==> src/rtl/pgate_pkg.sv <==
package pgate_pkg;
  localparam int IDX_W = 5;
  localparam int START_BIT = 8;
  localparam int ERR_BIT = 16;

  typedef enum logic [1:0] {
    A_TOGGLE    = 2'd0,
    A_POWER     = 2'd1,
    A_CLAMPCMD  = 2'd2,
    A_CLAMPSTAT = 2'd3
  } pgAddr_t;

  // strobes from control to datapath, one cycle each
  typedef struct packed {
    logic             reqSet;
    logic             reqClr;
    logic             clampSet;
    logic             pwrSet;
    logic             pwrClr;
    logic [IDX_W-1:0] tIdx;
    logic             cmdSet;
    logic             cmdClr;
    logic             clampClr;
    logic [IDX_W-1:0] cIdx;
    logic             errSet;
  } pgStrobe_t;
endpackage

==> src/rtl/pgate_ctl.sv <==
module pgate_ctl
  import pgate_pkg::*;
#(
  parameter int NUM_PART   = 8,
  parameter int REL_CYCLES = 4
) (
  input  logic                clk,
  input  logic                rstN,
  input  logic                busWrite,
  input  logic [1:0]          busAddr,
  input  logic [31:0]         busWdata,
  input  logic [NUM_PART-1:0] powered,
  input  logic [NUM_PART-1:0] swAck,
  output pgStrobe_t           stb,
  output logic                busy,
  output logic [IDX_W-1:0]    tglIdx
);
  localparam int CNT_W = (REL_CYCLES > 1) ? $clog2(REL_CYCLES) : 1;

  typedef enum logic [1:0] {S_IDLE, S_ON_WAIT, S_OFF_CLAMP, S_OFF_WAIT} tglState_t;

  tglState_t        state, nxtState;
  logic [31:0]      powW, ackW;
  logic             wrTgl, wrCmd, idxOk, oneHot, cmdOk;
  logic [IDX_W-1:0] reqIdx, cmdIdx, relIdx;
  logic             relBusy;
  logic [CNT_W-1:0] relCnt;

  assign powW   = 32'(powered);
  assign ackW   = 32'(swAck);
  assign reqIdx = busWdata[IDX_W-1:0];
  assign wrTgl  = busWrite && (busAddr == A_TOGGLE) && busWdata[START_BIT];
  assign wrCmd  = busWrite && (busAddr == A_CLAMPCMD);
  assign idxOk  = ({1'b0, reqIdx} < 6'(NUM_PART));
  assign oneHot = ($countones(busWdata) == 1);
  assign busy   = (state != S_IDLE);

  always_comb begin
    cmdIdx = '0;
    for (int i = 0; i < 32; i++)
      if (busWdata[i]) cmdIdx = IDX_W'(i);
  end

  assign cmdOk = powW[cmdIdx] && !(busy && (tglIdx == cmdIdx));

  always_comb begin
    stb      = '0;
    nxtState = state;
    case (state)
      S_IDLE: if (wrTgl && idxOk) begin
        stb.tIdx = reqIdx;
        if (powW[reqIdx]) begin
          stb.clampSet = 1'b1;
          nxtState     = S_OFF_CLAMP;
        end else begin
          stb.reqSet = 1'b1;
          nxtState   = S_ON_WAIT;
        end
      end
      S_ON_WAIT: begin
        stb.tIdx = tglIdx;
        if (ackW[tglIdx]) begin
          stb.pwrSet = 1'b1;
          nxtState   = S_IDLE;
        end
      end
      S_OFF_CLAMP: begin
        stb.tIdx   = tglIdx;
        stb.reqClr = 1'b1;
        nxtState   = S_OFF_WAIT;
      end
      default: begin
        stb.tIdx = tglIdx;
        if (!ackW[tglIdx]) begin
          stb.pwrClr = 1'b1;
          nxtState   = S_IDLE;
        end
      end
    endcase
    stb.errSet = busy && wrTgl;
    // clamp release engine
    if (relBusy) begin
      stb.cIdx = relIdx;
      if (stb.clampSet && (stb.tIdx == relIdx)) begin
        stb.cmdClr = 1'b1;                 // power-off cancels pending removal
      end else if (relCnt == '0) begin
        stb.cmdClr   = 1'b1;
        stb.clampClr = 1'b1;
      end
    end else if (wrCmd && oneHot && cmdOk) begin
      stb.cIdx   = cmdIdx;
      stb.cmdSet = 1'b1;
    end
  end

  always_ff @(posedge clk or negedge rstN) begin
    if (!rstN) begin
      state   <= S_IDLE;
      tglIdx  <= '0;
      relBusy <= 1'b0;
      relIdx  <= '0;
      relCnt  <= '0;
    end else begin
      state <= nxtState;
      if (state == S_IDLE && nxtState != S_IDLE) tglIdx <= reqIdx;
      if (stb.cmdSet) begin
        relBusy <= 1'b1;
        relIdx  <= stb.cIdx;
        relCnt  <= CNT_W'(REL_CYCLES - 1);
      end else if (stb.cmdClr) begin
        relBusy <= 1'b0;
      end else if (relBusy) begin
        relCnt <= relCnt - CNT_W'(1);
      end
    end
  end


  idx_hold_chk: assert property (@(posedge clk) disable iff (!rstN)
    (busy && $past(busy)) |-> $stable(tglIdx));

  rel_no_restart_chk: assert property (@(posedge clk) disable iff (!rstN)
    (relBusy && !stb.cmdClr) |=> (relBusy && $stable(relIdx)));
endmodule

==> src/rtl/pgate_dp.sv <==
module pgate_dp
  import pgate_pkg::*;
#(
  parameter int          NUM_PART  = 8,
  parameter logic [31:0] ALWAYS_ON = 32'h1
) (
  input  logic                clk,
  input  logic                rstN,
  input  pgStrobe_t           stb,
  input  logic [1:0]          busAddr,
  input  logic                busy,
  input  logic [IDX_W-1:0]    tglIdx,
  output logic [NUM_PART-1:0] powered,
  output logic [NUM_PART-1:0] swReq,
  output logic [NUM_PART-1:0] clampEn,
  output logic [31:0]         busRdata
);
  localparam logic [NUM_PART-1:0] AON = ALWAYS_ON[NUM_PART-1:0];

  logic [NUM_PART-1:0] powReg, reqReg, clampReg, cmdReg, tM, cM;
  logic                errReg;

  always_comb begin
    for (int i = 0; i < NUM_PART; i++) begin
      tM[i] = (stb.tIdx == IDX_W'(i));
      cM[i] = (stb.cIdx == IDX_W'(i));
    end
  end

  always_ff @(posedge clk or negedge rstN) begin
    if (!rstN) begin
      powReg   <= AON;
      reqReg   <= AON;
      clampReg <= ~AON;
      cmdReg   <= '0;
      errReg   <= 1'b0;
    end else begin
      if (stb.pwrSet)      powReg <= powReg | tM;
      else if (stb.pwrClr) powReg <= powReg & ~tM;
      if (stb.reqSet)      reqReg <= reqReg | tM;
      else if (stb.reqClr) reqReg <= reqReg & ~tM;
      clampReg <= (clampReg & ~(stb.clampClr ? cM : '0)) | (stb.clampSet ? tM : '0);
      if (stb.cmdSet)      cmdReg <= cmdReg | cM;
      else if (stb.cmdClr) cmdReg <= cmdReg & ~cM;
      if (stb.errSet)      errReg <= 1'b1;
    end
  end

  assign powered = powReg;
  assign swReq   = reqReg;
  assign clampEn = clampReg;

  always_comb begin
    busRdata = '0;
    case (busAddr)
      A_TOGGLE: begin
        busRdata[IDX_W-1:0] = tglIdx;
        busRdata[START_BIT] = busy;
        busRdata[ERR_BIT]   = errReg;
      end
      A_POWER:    busRdata = 32'(powReg);
      A_CLAMPCMD: busRdata = 32'(cmdReg);
      default:    busRdata = 32'(clampReg);
    endcase
  end


  clamp_before_drop_chk: assert property (@(posedge clk) disable iff (!rstN)
    (($past(reqReg) & ~reqReg & ~$past(clampReg)) == '0));

  release_powered_chk: assert property (@(posedge clk) disable iff (!rstN)
    (($past(clampReg) & ~clampReg & ~powReg) == '0));

  err_sticky_chk: assert property (@(posedge clk) disable iff (!rstN)
    errReg |=> errReg);

  power_only_in_toggle_chk: assert property (@(posedge clk) disable iff (!rstN)
    (powReg != $past(powReg)) |-> $past(busy));

  idle_match_chk: assert property (@(posedge clk) disable iff (!rstN)
    !busy |-> (reqReg == powReg));

  cmd_onehot_chk: assert property (@(posedge clk) disable iff (!rstN)
    $onehot0(cmdReg));
endmodule

==> src/rtl/pgate_ctrl.sv <==
module pgate_ctrl
  import pgate_pkg::*;
#(
  parameter int          NUM_PART   = 8,
  parameter logic [31:0] ALWAYS_ON  = 32'h1,
  parameter int          REL_CYCLES = 4
) (
  input  logic                clk,
  input  logic                rstN,
  input  logic                busWrite,
  input  logic [1:0]          busAddr,
  input  logic [31:0]         busWdata,
  output logic [31:0]         busRdata,
  input  logic [NUM_PART-1:0] swAck,
  output logic [NUM_PART-1:0] swReq,
  output logic [NUM_PART-1:0] clampEn
);
  pgStrobe_t           stb;
  logic                busy;
  logic [IDX_W-1:0]    tglIdx;
  logic [NUM_PART-1:0] powered;

  pgate_ctl #(.NUM_PART(NUM_PART), .REL_CYCLES(REL_CYCLES)) u_ctl (
    .clk(clk), .rstN(rstN), .busWrite(busWrite), .busAddr(busAddr),
    .busWdata(busWdata), .powered(powered), .swAck(swAck),
    .stb(stb), .busy(busy), .tglIdx(tglIdx)
  );

  pgate_dp #(.NUM_PART(NUM_PART), .ALWAYS_ON(ALWAYS_ON)) u_dp (
    .clk(clk), .rstN(rstN), .stb(stb), .busAddr(busAddr), .busy(busy),
    .tglIdx(tglIdx), .powered(powered), .swReq(swReq), .clampEn(clampEn),
    .busRdata(busRdata)
  );
endmodule

==> config.mk <==
export PLATFORM = sky130hd
export DESIGN_NAME = pgate_ctrl
export DESIGN_NICKNAME = d
export VERILOG_FILES = /design/src/rtl/pgate_pkg.sv /design/src/rtl/pgate_ctl.sv /design/src/rtl/pgate_dp.sv /design/src/rtl/pgate_ctrl.sv
export SDC_FILE = /design/constraint.sdc
export NUM_CORES = 1
export LEC_CHECK = 0
export ABC_AREA = 1
export BUFFER_PORTS_ARGS = -buffer_cell sky130_fd_sc_hd__buf_2
export CAP_MARGIN = 20
export CORE_UTILIZATION = 40
export DETAILED_ROUTE_END_ITERATION = 7
export PLACE_DENSITY_LB_ADDON = 0.1
export SETUP_SLACK_MARGIN = 0.3
export SYNTH_ARGS = -nofsm -noshare
export SYNTH_HDL_FRONTEND = slang
export SYNTH_HIERARCHICAL = 1
export SYNTH_SLANG_ARGS = --single-unit
==> constraint.sdc <==
create_clock -name clk -period 2.8 [get_ports clk]
set_input_delay 0.14 -clock clk [delete_from_list [all_inputs] [get_ports clk]]
set_output_delay 0.14 -clock clk [all_outputs]
set_load 0.05 [all_outputs]
==> flow_results.org <==
** Status
- The flow ran to the end, but the final reports show violations.
- The final reports fail on setup timing.

** Synth
- Sequential cells were found to cover 28.2% of the synthesized design area.
- In the synthesized netlist the async set-or-reset flop fraction comes to 100%.
- sky130_fd_sc_hd__dfrtp_1 takes more of the synthesized area than any other cell.
- Synthesis instantiated 41 different standard cells from the library.
- In this run, synthesis produced a sequential element count of 48.
- During synthesis, Yosys emitted a total of 6 warnings.
- Syn Inst Count :: 623
- Ranked by total cell area, the synthesized netlist is headed by sky130_fd_sc_hd__dfrtp_1, sky130_fd_sc_hd__nand2_1, sky130_fd_sc_hd__fa_1.
- Average footprint of a synthesized cell :: 6.89 um2
- Counting flops with a built-in enable in the synthesized netlist gives 0.
- Of the post-synthesis cell area, the dominant cell type holds 22.7%.
- The synthesized netlist occupies a cell area of approximately 0.0043 mm2.
- Most used DFF post-synth :: sky130_fd_sc_hd__dfrtp_1

** STA
- The final-report hold violation count is 0.
- Final Skew :: 0.00829 ns
- Minimum clock period after layout :: 5.42 ns
- Setup violations, final :: 24
- Measured against its own limit, the worst slew margin works out to 46.4%.
- Based on the critical path, the design can be clocked at up to 184 MHz.
- The final count of pins violating max slew is 0.
- Transition at the pin with the smallest max-transition slack :: 0.804 ns
- RSZ-0062 raised after global routing :: true
- In the post-route analysis, the smallest setup slack over all paths is -2.62 ns.
- Crit share post-route :: 194%

** Pwr
- The completed layout was analyzed and its total power is approximately 2400 uW.
- Pwr per Cell Area :: 443 mW/mm2
- The worst-case IR drop observed on VDD is 248 uV.
- For this design the static power due to leakage is 0.00305 uW.

** Die
- In this run the vertical extent of the chip is about 110 um.
- Ports :: 93
- The initialized floorplan defines 37 standard-cell rows.
- After floorplanning, the core was sized to cover 0.0104 mm2.
- From left edge to right edge, the die measures between 100 and 150 um.
- The floorplan step defined a die boundary enclosing 0.0112 mm2.
- Starting Density :: 41.4%

** Placed design
- The wire-length estimate of the detail-placed layout is 9.65 mm.
- Before CTS, the worst setup slack after placement is -3.07 ns.
- Buffers placed on the I/O ports in this run total 70.
- In this run the cell area measured after placement is 0.00513 mm2.
- The congestion estimate from routability-driven global placement came to 0.868.
- Placed cells :: 876

** Clock network
- Sink count of the clock tree :: 48
- Clock tree synthesis inserted a total of 5 buffers.
- At the later pin of the worst-skew pair, clock insertion delay measures 0.30 ns.
- Clock-pin slew of the registers on the worst-case setup and hold paths :: about 0.090 ns
- H-Tree Depth :: 2
- Clk buf depth :: 2
- Buffer type at the clock tree root :: sky130_fd_sc_hd__clkbuf_8
- TritonCTS built the clock tree.

** Worst setup path
- Endpoint arrival time on the critical path :: 5.62 ns
- Data on the critical path is required at its endpoint by 2.99 ns.
- The critical path is of the primary input to flip-flop type.
- Sort of element at the end of the critical path :: flip-flop
- Element type at the critical path start :: primary input
- Of all nets on the critical path, the largest fanout is 6.

** Global route
- The first global-routing pass estimated 20.2 mm of wire.
- Met3 usage :: 2.54%
- In the global route stage, overall resource usage came out at 22.8%.
- After global routing, the most crowded layer is met2.
- Antenna violations before repair :: 0
- The number of global-route vias before repair came to 4,294.
- The total overflow left after global routing is 0.
- Met1 track demand over resource :: 30.7%
- Met2 layer usage reported by global route :: 38.7%
- Pin count of the biggest net entering global routing :: 34

** Finish
- Post-layout utilization of the core :: 52.4%
- Relative to the synthesized area, the layout overhead comes to 26.6%.
- The repair_antennas step left the layout with diodes totalling 0.
- Number of nets in the final layout :: 836
- Excluding fillers, the count of instances in the completed layout stands at 896.
- Share of final-layout standard cells stronger than drive strength 1 :: 28.3%
- Fillers :: roughly 1,000
- Area of all placed cells without fillers :: between 0.005 and 0.006 mm2

** Detailed routing
- 1st-pass router iterations :: 4
- For this block, the via count after detailed routing is 4,317.
- In this run the remaining antenna-violating nets after routing total 0.
- Aggregate routed wire length :: approximately 12 mm
- DRC errors left :: 0
- Detailed router's first-iteration violation count :: 188
- Post-detailed-route wirelength per cell :: 13.4 um
- Using the TritonRoute via totals, the vias-per-cell ratio works out to between 4 and 5.

** Worst hold path
- In this run the worst hold path is classified as primary input to flip-flop.

** Run
- The tool flagged a number of max-cap violations equal to 0.
==> final cells by class <==
class,instances,area (um2),area share [%]
clock buffers,7,86.3,1.59
clock inverters,1,8.76,0.161
inverters,109,409,7.53
multi-input cells,454,2590,47.7
flip-flops and latches,48,1210,22.3
well taps,136,170,3.13
repair buffers,141,955,17.6
==> per-layer routing <==
layer / vias to the layer above / part of all wire (%) / wire length, um
met5: - / 0 / 0
met4: 0 / 2.1 / 257
met3: 18 / 4.1 / 497
met2: 141 / 47 / 5680
met1: 1990 / 47 / 5600
li1: 2168 / - / -
==> layout by cell type (no fill, tap or decap), drive strengths merged, types with 3 or more instances in the layout <==
cell,instances
or2,3
inv,108
nor4,4
dfrtp,39
a21oi,5
o221ai,3
nor2,66
conb,22
nand4,41
nand3,29
dfstp,9
buf,140
xor2,6
nand2,216
fa,24
o21ai,13
clkbuf,7
ha,8
==> Yosys cell counts, types with 4 or more instances <==
cell                        n
sky130_fd_sc_hd__nand2_1  210
sky130_fd_sc_hd__inv_1     96
sky130_fd_sc_hd__nor2_1    52
sky130_fd_sc_hd__nand4_1   41
sky130_fd_sc_hd__dfrtp_1   39
sky130_fd_sc_hd__nand3_1   27
sky130_fd_sc_hd__fa_1      24
sky130_fd_sc_hd__buf_4     22
sky130_fd_sc_hd__inv_2     12
sky130_fd_sc_hd__nor2_2    11
sky130_fd_sc_hd__dfstp_2    9
sky130_fd_sc_hd__o21ai_0    9
sky130_fd_sc_hd__ha_1       8
sky130_fd_sc_hd__buf_2      6
sky130_fd_sc_hd__xor2_1     6
sky130_fd_sc_hd__a21oi_1    4
sky130_fd_sc_hd__nand2_2    4
sky130_fd_sc_hd__nor4_1     4
sky130_fd_sc_hd__o21ai_1    4
==> cells by family after synthesis <==
| logic type | Yosys count | synth area share [%] |
|---|---|---|
| flip-flops | 48 | 28.2 |
| other | 1 | 0.0874 |
| multiplexers | 2 | 0.466 |
| XOR/XNOR | 7 | 1.43 |
| adder cells (fa/ha/maj) | 32 | 13.5 |
| buffers and inverters | 142 | 14.5 |
| AO/OA/AOI/OAI | 28 | 3.96 |
| AND/OR/NAND/NOR | 363 | 37.8 |
==> power by group <==
part | switching [uW] | leakage, uW | internal, uW
clock | 244 | 0.0000484 | 203
sequential | 2.51 | 0.000608 | 696
combinational | 740 | 0.00239 | 521
total | 986 | 0.00305 | 1420
==> final timing paths <==
path | start | end | slack, ns | depth (start not counted)
min | busWdata[2] | u_ctl/tglIdx[2] | 0.23 | 4
max | busWdata[11] | flip-flop | -2.62 | 26
min reg2reg | flip-flop | flip-flop | 0.47 | 2
max reg2reg | u_ctl/state[1] | flip-flop | 0.44 | 17
min in group asynchronous | rstN | async pin | 0.45 | 2
max in group asynchronous | rstN | async pin | 1.55 | 3
==> metrics by stage <==
stage | hold WS [ns] | TNS (ns)
floorplan | -0.156 | -58.90
global placement | 0.256 | -67.42
detailed placement | 0.265 | -69.08
CTS | 0.215 | -61.45
global route | 0.280 | -65.48
finish | 0.229 | -60.44
==> worst max-delay path: stages <==
cell                      delay [ns]
sky130_fd_sc_hd__buf_6          0.10
sky130_fd_sc_hd__fa_1           0.52
sky130_fd_sc_hd__inv_1          0.05
sky130_fd_sc_hd__fa_1           0.47
sky130_fd_sc_hd__inv_1          0.05
sky130_fd_sc_hd__fa_1           0.47
sky130_fd_sc_hd__fa_1           0.52
sky130_fd_sc_hd__fa_1           0.50
sky130_fd_sc_hd__inv_1          0.05
sky130_fd_sc_hd__fa_1           0.43
sky130_fd_sc_hd__inv_1          0.07
sky130_fd_sc_hd__ha_2           0.17
sky130_fd_sc_hd__inv_2          0.04
sky130_fd_sc_hd__fa_1           0.47
sky130_fd_sc_hd__nand2_1        0.07
sky130_fd_sc_hd__nor3_2         0.10
sky130_fd_sc_hd__nand3_1        0.11
sky130_fd_sc_hd__or4_4          0.44
sky130_fd_sc_hd__nor2_4         0.13
sky130_fd_sc_hd__nand4_1        0.16
sky130_fd_sc_hd__nand2_2        0.13
sky130_fd_sc_hd__inv_2          0.05
sky130_fd_sc_hd__nor2_4         0.13
sky130_fd_sc_hd__nand4_1        0.09
sky130_fd_sc_hd__nand2_1        0.09
sky130_fd_sc_hd__nand2_1        0.05
==> repair_timing <==
action / CTS / global route
hold buffers: 1 / 0
resized for setup: 28 / 8
pin swaps: 19 / 16
endpoints found under the setup margin: 24 / 24
buffers inserted: 10 / 1
endpoints found under the hold margin: 26 / 0
No activity file was read; power rests on OpenSTA's default activity.
